--- src/rtl/loopsel_pkg.sv ---
package loopsel_pkg;

  typedef enum logic [1:0] {
    LB_NONE     = 2'b00,
    LB_NEAR_IN  = 2'b01,
    LB_NEAR_OUT = 2'b10,
    LB_FAR      = 2'b11
  } lbMode_e;

  // strobes from control to datapath
  typedef struct packed {
    logic useProt;
    logic nearIn;
    logic nearOut;
    logic farOn;
  } pathCtl_t;

  localparam logic [1:0] ADDR_CTRL   = 2'd0;
  localparam logic [1:0] ADDR_PERIOD = 2'd1;
  localparam logic [1:0] ADDR_STATUS = 2'd2;

endpackage

--- src/rtl/loopsel_ctrl.sv ---
module loopsel_ctrl
  import loopsel_pkg::*;
#(
  parameter int PER_W      = 16,
  parameter int DEF_PERIOD = 15625,
  parameter int TOL        = 2,
  parameter int GOOD_NEED  = 3
) (
  input  logic             clk,
  input  logic             rst,
  input  logic             regWe,
  input  logic [1:0]       regAddr,
  input  logic [PER_W-1:0] regWdata,
  output logic [PER_W-1:0] regRdata,
  input  logic             framePulse,
  output pathCtl_t         pathCtl
);

  localparam int CNT_W  = PER_W + 1;
  localparam int GCNT_W = $clog2(GOOD_NEED + 1);
  localparam logic [CNT_W-1:0]  CNT_MAX = {CNT_W{1'b1}};
  localparam logic [CNT_W-1:0]  TOL_C   = CNT_W'(TOL);
  localparam logic [GCNT_W-1:0] GOOD_C  = GCNT_W'(GOOD_NEED);

  logic             pendSel, actSel, bypassQ, everSeen;
  lbMode_e          pendMode, actMode;
  logic [PER_W-1:0] periodQ;
  logic [CNT_W-1:0] gapCnt, hiLim, loLim;
  logic [GCNT_W-1:0] goodCnt;
  logic             armed, frameOk, farOk, farRefused;
  logic             ctrlWr, perWr, inWindow;

  assign ctrlWr = regWe && (regAddr == ADDR_CTRL);
  assign perWr  = regWe && (regAddr == ADDR_PERIOD);

  // configuration: lane and loop value are framed once a pulse has been seen
  always_ff @(posedge clk) begin
    if (rst) begin
      pendSel  <= 1'b0;
      pendMode <= LB_NONE;
      actSel   <= 1'b0;
      actMode  <= LB_NONE;
      bypassQ  <= 1'b0;
      everSeen <= 1'b0;
      periodQ  <= PER_W'(DEF_PERIOD);
    end else begin
      if (ctrlWr) begin
        pendSel  <= regWdata[0];
        pendMode <= lbMode_e'(regWdata[2:1]);
        bypassQ  <= regWdata[3];
      end
      if (perWr) periodQ <= regWdata;
      if (framePulse) begin
        actSel   <= pendSel;
        actMode  <= pendMode;
        everSeen <= 1'b1;
      end else if (ctrlWr && !everSeen) begin
        actSel  <= regWdata[0];
        actMode <= lbMode_e'(regWdata[2:1]);
      end
    end
  end

  // frame pulse spacing checker
  assign hiLim    = {1'b0, periodQ} + TOL_C;
  assign loLim    = ({1'b0, periodQ} > TOL_C) ? ({1'b0, periodQ} - TOL_C) : '0;
  assign inWindow = (gapCnt >= loLim) && (gapCnt <= hiLim);

  always_ff @(posedge clk) begin
    if (rst) begin
      gapCnt  <= '0;
      armed   <= 1'b0;
      goodCnt <= '0;
    end else if (framePulse) begin
      gapCnt <= CNT_W'(1);
      armed  <= 1'b1;
      if (armed) begin
        if (!inWindow)            goodCnt <= '0;
        else if (goodCnt != GOOD_C) goodCnt <= goodCnt + 1'b1;
      end
    end else begin
      if (gapCnt != CNT_MAX) gapCnt <= gapCnt + 1'b1;
      if (armed && (gapCnt > hiLim)) begin
        goodCnt <= '0;
        armed   <= 1'b0;
      end
    end
  end

  assign frameOk    = (goodCnt == GOOD_C);
  assign farOk      = frameOk && !bypassQ;
  assign farRefused = (actMode == LB_FAR) && !farOk;

  assign pathCtl.useProt = actSel;
  assign pathCtl.nearIn  = (actMode == LB_NEAR_IN);
  assign pathCtl.nearOut = (actMode == LB_NEAR_OUT);
  assign pathCtl.farOn   = (actMode == LB_FAR) && farOk;

  always_comb begin
    regRdata = '0;
    case (regAddr)
      ADDR_CTRL:   regRdata[3:0] = {bypassQ, pendMode, pendSel};
      ADDR_PERIOD: regRdata      = periodQ;
      ADDR_STATUS: regRdata[4:0] = {actMode, actSel, farRefused, frameOk};
      default:     regRdata      = '0;
    endcase
  end

  AST_FRAMED_CHANGE: assert property (@(posedge clk) disable iff (rst)
    (everSeen && !framePulse) |=> ($stable(actMode) && $stable(actSel)));

  AST_OK_ON_PULSE: assert property (@(posedge clk) disable iff (rst)
    $rose(frameOk) |-> $past(framePulse));

  AST_TIMEOUT_CLEARS: assert property (@(posedge clk) disable iff (rst)
    (armed && !framePulse && (gapCnt > hiLim)) |=> !frameOk);

endmodule

--- src/rtl/loopsel_dp.sv ---
module loopsel_dp
  import loopsel_pkg::*;
#(
  parameter int DATA_W = 16
) (
  input  logic              clk,
  input  logic              rst,
  input  pathCtl_t          pathCtl,
  input  logic [DATA_W-1:0] usrTxData,
  output logic [DATA_W-1:0] usrRxData,
  output logic [DATA_W-1:0] lineTxWork,
  output logic [DATA_W-1:0] lineTxProt,
  input  logic [DATA_W-1:0] lineRxWork,
  input  logic [DATA_W-1:0] lineRxProt
);

  localparam int LANES = 2;

  logic [DATA_W-1:0] txA, txNext, rxSel, rxOut;
  logic [DATA_W-1:0] txLane [LANES];
  logic [1:0]        ageCnt;

  assign txNext = pathCtl.farOn ? rxSel : txA;

  always_ff @(posedge clk) begin
    if (rst) begin
      txA   <= '0;
      rxSel <= '0;
      rxOut <= '0;
    end else begin
      txA   <= usrTxData;
      rxSel <= pathCtl.useProt ? lineRxProt : lineRxWork;
      if (pathCtl.nearIn)       rxOut <= txA;
      else if (pathCtl.nearOut) rxOut <= txLane[0];
      else                      rxOut <= rxSel;
    end
  end

  // broadcast: one output register per lane
  for (genvar g = 0; g < LANES; g++) begin : gLane
    always_ff @(posedge clk) begin
      if (rst) txLane[g] <= '0;
      else     txLane[g] <= txNext;
    end
  end

  assign lineTxWork = txLane[0];
  assign lineTxProt = txLane[1];
  assign usrRxData  = rxOut;

  // cycles since reset, for latency assertions only
  always_ff @(posedge clk) begin
    if (rst)                 ageCnt <= '0;
    else if (ageCnt != 2'd3) ageCnt <= ageCnt + 2'd1;
  end

  AST_TX_BROADCAST: assert property (@(posedge clk) disable iff (rst)
    lineTxWork == lineTxProt);

  AST_INNER_LATENCY: assert property (@(posedge clk) disable iff (rst)
    ((ageCnt >= 2'd2) && $past(pathCtl.nearIn)) |-> (usrRxData == $past(usrTxData, 2)));

  AST_OUTER_LATENCY: assert property (@(posedge clk) disable iff (rst)
    ((ageCnt == 2'd3) && $past(pathCtl.nearOut) && $past(pathCtl.nearOut, 2))
      |-> (usrRxData == $past(usrTxData, 3)));

  AST_ONE_LOOP: assert property (@(posedge clk) disable iff (rst)
    $onehot0({pathCtl.nearIn, pathCtl.nearOut, pathCtl.farOn}));

endmodule

--- src/rtl/loopsel_top.sv ---
module loopsel_top
  import loopsel_pkg::*;
#(
  parameter int DATA_W     = 16,
  parameter int PER_W      = 16,
  parameter int DEF_PERIOD = 15625
) (
  input  logic              clk,
  input  logic              rst,
  input  logic              regWe,
  input  logic [1:0]        regAddr,
  input  logic [PER_W-1:0]  regWdata,
  output logic [PER_W-1:0]  regRdata,
  input  logic              framePulse,
  input  logic [DATA_W-1:0] usrTxData,
  output logic [DATA_W-1:0] usrRxData,
  output logic [DATA_W-1:0] lineTxWork,
  output logic [DATA_W-1:0] lineTxProt,
  input  logic [DATA_W-1:0] lineRxWork,
  input  logic [DATA_W-1:0] lineRxProt
);

  pathCtl_t pathCtl;

  loopsel_ctrl #(
    .PER_W      (PER_W),
    .DEF_PERIOD (DEF_PERIOD),
    .TOL        (2),
    .GOOD_NEED  (3)
  ) ctrl_i (
    .clk        (clk),
    .rst        (rst),
    .regWe      (regWe),
    .regAddr    (regAddr),
    .regWdata   (regWdata),
    .regRdata   (regRdata),
    .framePulse (framePulse),
    .pathCtl    (pathCtl)
  );

  loopsel_dp #(
    .DATA_W (DATA_W)
  ) dp_i (
    .clk        (clk),
    .rst        (rst),
    .pathCtl    (pathCtl),
    .usrTxData  (usrTxData),
    .usrRxData  (usrRxData),
    .lineTxWork (lineTxWork),
    .lineTxProt (lineTxProt),
    .lineRxWork (lineRxWork),
    .lineRxProt (lineRxProt)
  );

endmodule

--- config.mk ---
export PLATFORM = sky130hd
export DESIGN_NAME = loopsel_top
export DESIGN_NICKNAME = d
export VERILOG_FILES = /design/src/rtl/loopsel_pkg.sv /design/src/rtl/loopsel_ctrl.sv /design/src/rtl/loopsel_dp.sv /design/src/rtl/loopsel_top.sv
export SDC_FILE = /design/constraint.sdc
export NUM_CORES = 1
export LEC_CHECK = 0
export BUFFER_PORTS_ARGS = -buffer_cell sky130_fd_sc_hd__buf_2
export CAP_MARGIN = 20
export CORE_ASPECT_RATIO = 0.5
export CORE_MARGIN = 3
export CORE_UTILIZATION = 40
export CTS_CLUSTER_DIAMETER = 60
export DETAILED_ROUTE_END_ITERATION = 16
export GPL_ROUTABILITY_DRIVEN = 0
export GPL_TIMING_DRIVEN = 0
export HOLD_SLACK_MARGIN = 0.03
export PLACE_DENSITY = 0.72
export SYNTH_ARGS = -nofsm -noshare
export SYNTH_HDL_FRONTEND = slang
export SYNTH_SLANG_ARGS = --single-unit
--- constraint.sdc ---
create_clock -name clk -period 8.5 [get_ports clk]
set_input_delay 0.425 -clock clk [delete_from_list [all_inputs] [get_ports clk]]
set_output_delay 0.425 -clock clk [all_outputs]
set_load 0.01 [all_outputs]
-- Word level (Yosys, flattened, before mapping)
Memory sizes are Yosys's and may differ from the RTL's.
Index checks and enable logic that the tools add are counted.
Widths: inputs -> output; s select.
- memories: 1
- memory bits (writable): 32
- flip-flop bits (word level): 92
- memory list (memory ; depth ; bits a word ; read ports ; clocked after Yosys merged registers in ; write ports ; RTL line ; RTL):
    dp_i.txLane ; 2 ; 16 ; 2 ; 0 ; 2 ; loopsel_dp.sv:20 ; logic [DATA_W-1:0] txLane [LANES];
- equality and inequality tests: 10
- $add $sub $neg: 4
- bitwise gates (word level): 2
- $lt $le $gt $ge: 4
- reduce and logical (&&, ||, !) cells: 17
- muxes and demuxes: 26
- operators with widths (cell ; count):
    $mux 16 ; 6
    $add 16x2->17 const B ; 1
    $add 17x1->17 const B ; 1
    $ge 17x17->1 ; 1
    $gt 17x17->1 ; 1
    $le 17x17->1 ; 1
    $mux 17 ; 1
    $ne 17x17->1 const B ; 1
    $sub 16x2->17 const B ; 1
    $gt 16x2->1 const B ; 1
    $mux 2 ; 7
    $pmux 4 s3 ; 1
    $mux 11 ; 1
    $mux 1 ; 9
    $eq 2x2->1 const B ; 4
    $logic_and 1x1->1 ; 8
    $reduce_bool 2->1 ; 3
    $eq 2x1->1 const B ; 2
    $logic_not 1->1 ; 3
    $ne 3x3->1 const B ; 1
    $reduce_and 3->1 ; 1
    $add 2x1->2 const B ; 1
    $logic_not 2->1 ; 1
    $ne 2x1->1 const B ; 1
    4 further kinds ; 5

-- Longest topological paths before layout
- depth after elaboration: 7
- gate-level depth with buffers: 14
- gate-level depth less buffers: 13

-- Hierarchy
From an unflattened synthesis, not the netlist that was laid out.
- cells, all modules: 654
- area, all modules: 5809.3 um2
- modules (own cells, without submodules) (module ; instances ; cells each ; seq. area each (um2) ; area an instance (um2)):
    loopsel_ctrl ; 1 ; 430 ; 880.8 ; 3320.7
    loopsel_dp ; 1 ; 224 ; 1281.2 ; 2488.6

-- Least setup slack after synthesis
OpenSTA, ideal clock, no wires.
- path type: reg2reg
- start point: register ctrl_i.periodQ[5]
- end point: register ctrl_i.goodCnt[1]
- period minus slack after synthesis: 2.853 ns
- setup slack: 5.647 ns
- arrival: 2.736 ns
- stages on the path, launching flop included: 14
- path through: dfxtp_1 > buf_6 > nor4_4 > nand2b_2 > nor4_4 > o2111ai_4 > and2_1 > ha_1 > nand2b_1 > a2111oi_0 > nor3_1 > o211ai_1 > o2111ai_1 > a22o_1
- word-level cells in the longest chain between the ends: 7
- elaborated cells between the ends (all ways): 15
- RTL lines (element ; RTL line ; RTL):
    start: declaration ; loopsel_ctrl.sv:27 ; logic [PER_W-1:0] periodQ;
    start signal: assignment ; loopsel_ctrl.sv:45 ; periodQ <= PER_W'(DEF_PERIOD);
    start signal: assignment ; loopsel_ctrl.sv:52 ; if (perWr) periodQ <= regWdata;
    $sub 16x2->17 or $gt 16x2->1 (tied branches) ; loopsel_ctrl.sv:66 ; assign loLim = ({1'b0, periodQ} > TOL_C) ? ({1'b0, periodQ} - TOL_C) : '0;
    $mux 17 ; loopsel_ctrl.sv:66 ;
    $ge 17x17->1 ; loopsel_ctrl.sv:67 ; assign inWindow = (gapCnt >= loLim) && (gapCnt <= hiLim);
    $logic_and 1x1->1 ; loopsel_ctrl.sv:67 ;
    $mux 2 ; loopsel_ctrl.sv:78 ; if (!inWindow) goodCnt <= '0;
    $mux 2 ; loopsel_ctrl.sv:77 ; if (armed) begin
    $mux 2 ; loopsel_ctrl.sv:74 ; end else if (framePulse) begin
    end signal: assignment ; loopsel_ctrl.sv:79 ; else if (goodCnt != GOOD_C) goodCnt <= goodCnt + 1'b1;
    end: declaration ; loopsel_ctrl.sv:29 ; logic [GCNT_W-1:0] goodCnt;
Several ways; a longest one is shown, not always the timed one. The select of a mux whose other input is x is not followed.
A chain may end at the register's enable or synchronous reset.

-- Worst setup path after layout
- start point: register ctrl_i.periodQ[4]
- end point: register ctrl_i.goodCnt[0]
Same word-level chain as after synthesis.

==> summary.md <==
| Metric | Value |
|---|---|
| Reg2Reg Depth | `13` |
| Global-route wire length before repair | `25300 um` |
| Slew @ Worst Pin | `0.725 ns` |
| Number of port buffers | `132` |
| Min-delay worst type | `in -> reg` |
| Total GRT Usage | `0.190` |
| Die X | `178 um` |
| Status | `complete, no violations` |
| CP top delay family | `simple AND/OR/NAND/NOR gates` |
| Cell depth of the worst hold path | `2` |
| Critical path arrival | `3.71 ns` |
| Die height | `91.9 um` |
| WL final | `15100 um` |
| Synth Area per Inst | `8.51 sq um` |
| P per Cell Area | `158 nW/um^2` |
| Fin crit share | `0.408` |
| # DRC | `0` |
| Yosys reg bits | `108` |
| ANT cells | `0` |
| Die ar. | `16300 sq um` |
| Routed len/inst | `14.6 um` |
| Post-DRT Antenna Nets | `0` |
| Setup Viol. Count Final | `0` |
| Final Hold Viols | `0` |
| Setup TNS | `0 ns` |
| TritonCTS buffer count | `9` |
| Cells after Synth | `693` |
| CP max stage delay | `0.39 ns` |
| Post-synth top area share | `0.366` |
| RSZ-0062 raised after global routing | `false` |
| H-tree Lvls | `3` |
| Most used flip-flop cell after synthesis | `dfxtp_1` |
| Worst r2r src | `ctrl_i.periodQ[4]` |
| R2r setup slk | `5.03 ns` |
| Worst VDD drop | `0.0000916 V` |
| Vias in the first global route | `5203` |
| GRT overflow | `0` |
| Number of detailed-route iterations in the first pass | `5` |
| Most common cell after layout, fill and taps aside | `buf_2` |
| Bufs on Longest Clock Path | `2` |
| Worst Path Max Fanout | `8` |
| Critical-path cell list | `clkbuf_1 -> and3_2 -> nand3_1 -> nor2_1 -> nand3_1 -> xor2_1 -> ha_1 -> nand4_1 -> nor3_1 -> a21bo_2 -> o22ai_1 -> o21ai_0 -> a32o_1` |
| Post-CTS Resized | `0` |
| Crit path capture type | `flip-flop` |
| Post-cts hold buffer count | `0` |
| Netlist cell types | `51` |
| Worst setup SP type | `flip-flop` |
| Seq/Total Area, Yosys | `0.366` |
| Pleak | `3.16 nW` |
| FMAX | `289 MHz` |
| Placement Rows | `30` |
| Fin Clk Skew | `0.0138 ns` |
| Hold Path End | `dp_i.txA[10]` |
| Maxcap violations | `0` |
| Number of flops mapped to enable cells by yosys | `0` |
| Final Max Tran Viols | `0` |
| Largest net degree at the start of global routing | `22` |
| Synthesis Warnings | `0` |
| Critical hold path startpoint | `usrTxData[10]` |
| Synth area leader | `dfxtp_1` |
| Clock Sinks | `108` |
| Vias | `5262` |
| Number of post-CTS setup repair buffers | `0` |
| Hold slack | `0.274 ns` |
| Syn Nets | `806` |
| CTS tree | `done` |
| Area grow syn2layout | `20.4%` |
| DRT iter0 DRCs | `298` |
| Post-synthesis async set-or-reset flop share | `0` |
| Worst path bufs/invs | `1` |
| Power Total | `1.12 mW` |
| Layout cells sized above 1 | `0.227` |
| Final net count | `949` |
| Ports | `134` |
| Required @ worst endpoint | `8.74 ns` |
| Most frequent cells in the layout | `buf_2 (143), nand2_1 (110), dfxtp_1 (108), nor2_1 (52), a21oi_1 (47)` |
| Crit path max-delay cell type | `nor3_1` |
| Post-DP HPWL | `11700 um` |
| FF-to-FF End | `ctrl_i.goodCnt[0]` |
| CTS root buf | `clkbuf_16` |
| Initial Util | `0.423` |
| Core area | `14000 sq um` |
| Worst-path clk slew | `0.08 ns` |
| Routed vias/inst | `5.09` |
| CP Class | `reg -> reg` |
| Final min period | `3.47 ns` |
| Worst-Skew Late Latency | `0.36 ns` |
| Synth top area cells | `dfxtp_1 (37%), ha_1 (9.1%), nand2_1 (7.0%)` |
| Worst slew margin | `0.517` |
| Syn Std Cell Area | `5900 sq um` |
| Initial antenna violation count | `0` |
| Most used cell, CP | `nand3_1` |
==> layout make-up <==
| cell class | count | area (sq um) |
|---|---|---|
| inverter | 11 | 41.3 |
| timing repair buffer | 132 | 661 |
| sequential | 108 | 2160 |
| clock buffer | 9 | 225 |
| tap | 192 | 240 |
| clock inverter | 7 | 77.6 |
| buffer | 61 | 337 |
| multi-input combinational | 513 | 3360 |
| fill | 1358 | 6860 |
==> registers in the layout (all words and copies together), names as in the netlist <==
name,flops
dp_i.txA,16
ctrl_i.armed,1
ctrl_i.actMode,2
ctrl_i.periodQ,16
ctrl_i.bypassQ,1
dp_i.txLane,16
ctrl_i.gapCnt,17
dp_i.rxSel,16
ctrl_i.pendMode,2
ctrl_i.actSel,1
ctrl_i.everSeen,1
ctrl_i.goodCnt,2
dp_i.usrRxData,16
ctrl_i.pendSel,1
==> kinds of logic after synthesis <==
family | Yosys count | share of synthesized area
AO/OA/AOI/OAI | 113 | 0.128
buffers and inverters | 72 | 0.0640
flip-flops | 108 | 0.366
XOR/XNOR | 38 | 0.0564
adder cells (fa/ha/maj) | 43 | 0.0912
AND/OR/NAND/NOR | 282 | 0.231
multiplexers | 37 | 0.0628
==> power by group <==
part	switching (mW)	internal [mW]	total (mW)
registers	0.0151	0.531	0.546
logic	0.0892	0.0705	0.160
clock network	0.208	0.209	0.417
==> Yosys cell counts (3+ instances only) <==
cell        n
and4_1      3
nor3_1     10
xnor2_1    13
buf_4      19
mux2i_1    37
a222oi_1    4
nor4_1      3
buf_2      11
clkbuf_1   25
nor2_1     52
nand4_1     7
nand3_1    28
nand2_1   110
ha_1       43
and2_1     14
buf_6       3
o21ai_0     8
buf_1       3
a21oi_1    47
nor2b_1    35
xor2_1     25
a211oi_1   37
and3_1      8
dfxtp_1   108
inv_1      10
==> metal layers <==
layer | global-route usage | wire, um | share of wire | vias to the layer above
met1 | 0.256 | 7110 | 0.47 | 2438
met2 | 0.312 | 6940 | 0.46 | 130
met3 | 0.0393 | 788 | 0.052 | 23
li1 | - | - | - | 2671
met5 | 0 | 0 | 0 | -
met4 | 0.0509 | 245 | 0.016 | 0
==> worst max path at each step <==
| stage | depth (start not counted) | from | endpoint |
|---|---|---|---|
| CTS | 13 | ctrl_i.periodQ[4] | ctrl_i.goodCnt[0] |
| global placement | 13 | ctrl_i.periodQ[4] | ctrl_i.goodCnt[0] |
| detailed placement | 13 | ctrl_i.periodQ[4] | ctrl_i.goodCnt[0] |
| floorplan | 13 | ctrl_i.periodQ[5] | ctrl_i.goodCnt[1] |
| finish | 13 | ctrl_i.periodQ[4] | ctrl_i.goodCnt[0] |
| global route | 13 | ctrl_i.periodQ[4] | ctrl_i.goodCnt[0] |
==> through the flow <==
step	setup slack, ns	std cells	utilization	instance area (sq um)
3_3_place_gp	5.20	1017	0.487	6800
2_1_floorplan	5.65	693	-	5900
6_report	5.03	1033	0.509	7100
3_5_place_dp	5.12	1017	0.487	6800
4_1_cts	5.07	1033	0.509	7100
5_1_grt	4.70	1033	0.509	7100
Note: power is estimated with default switching activity, not from simulation.
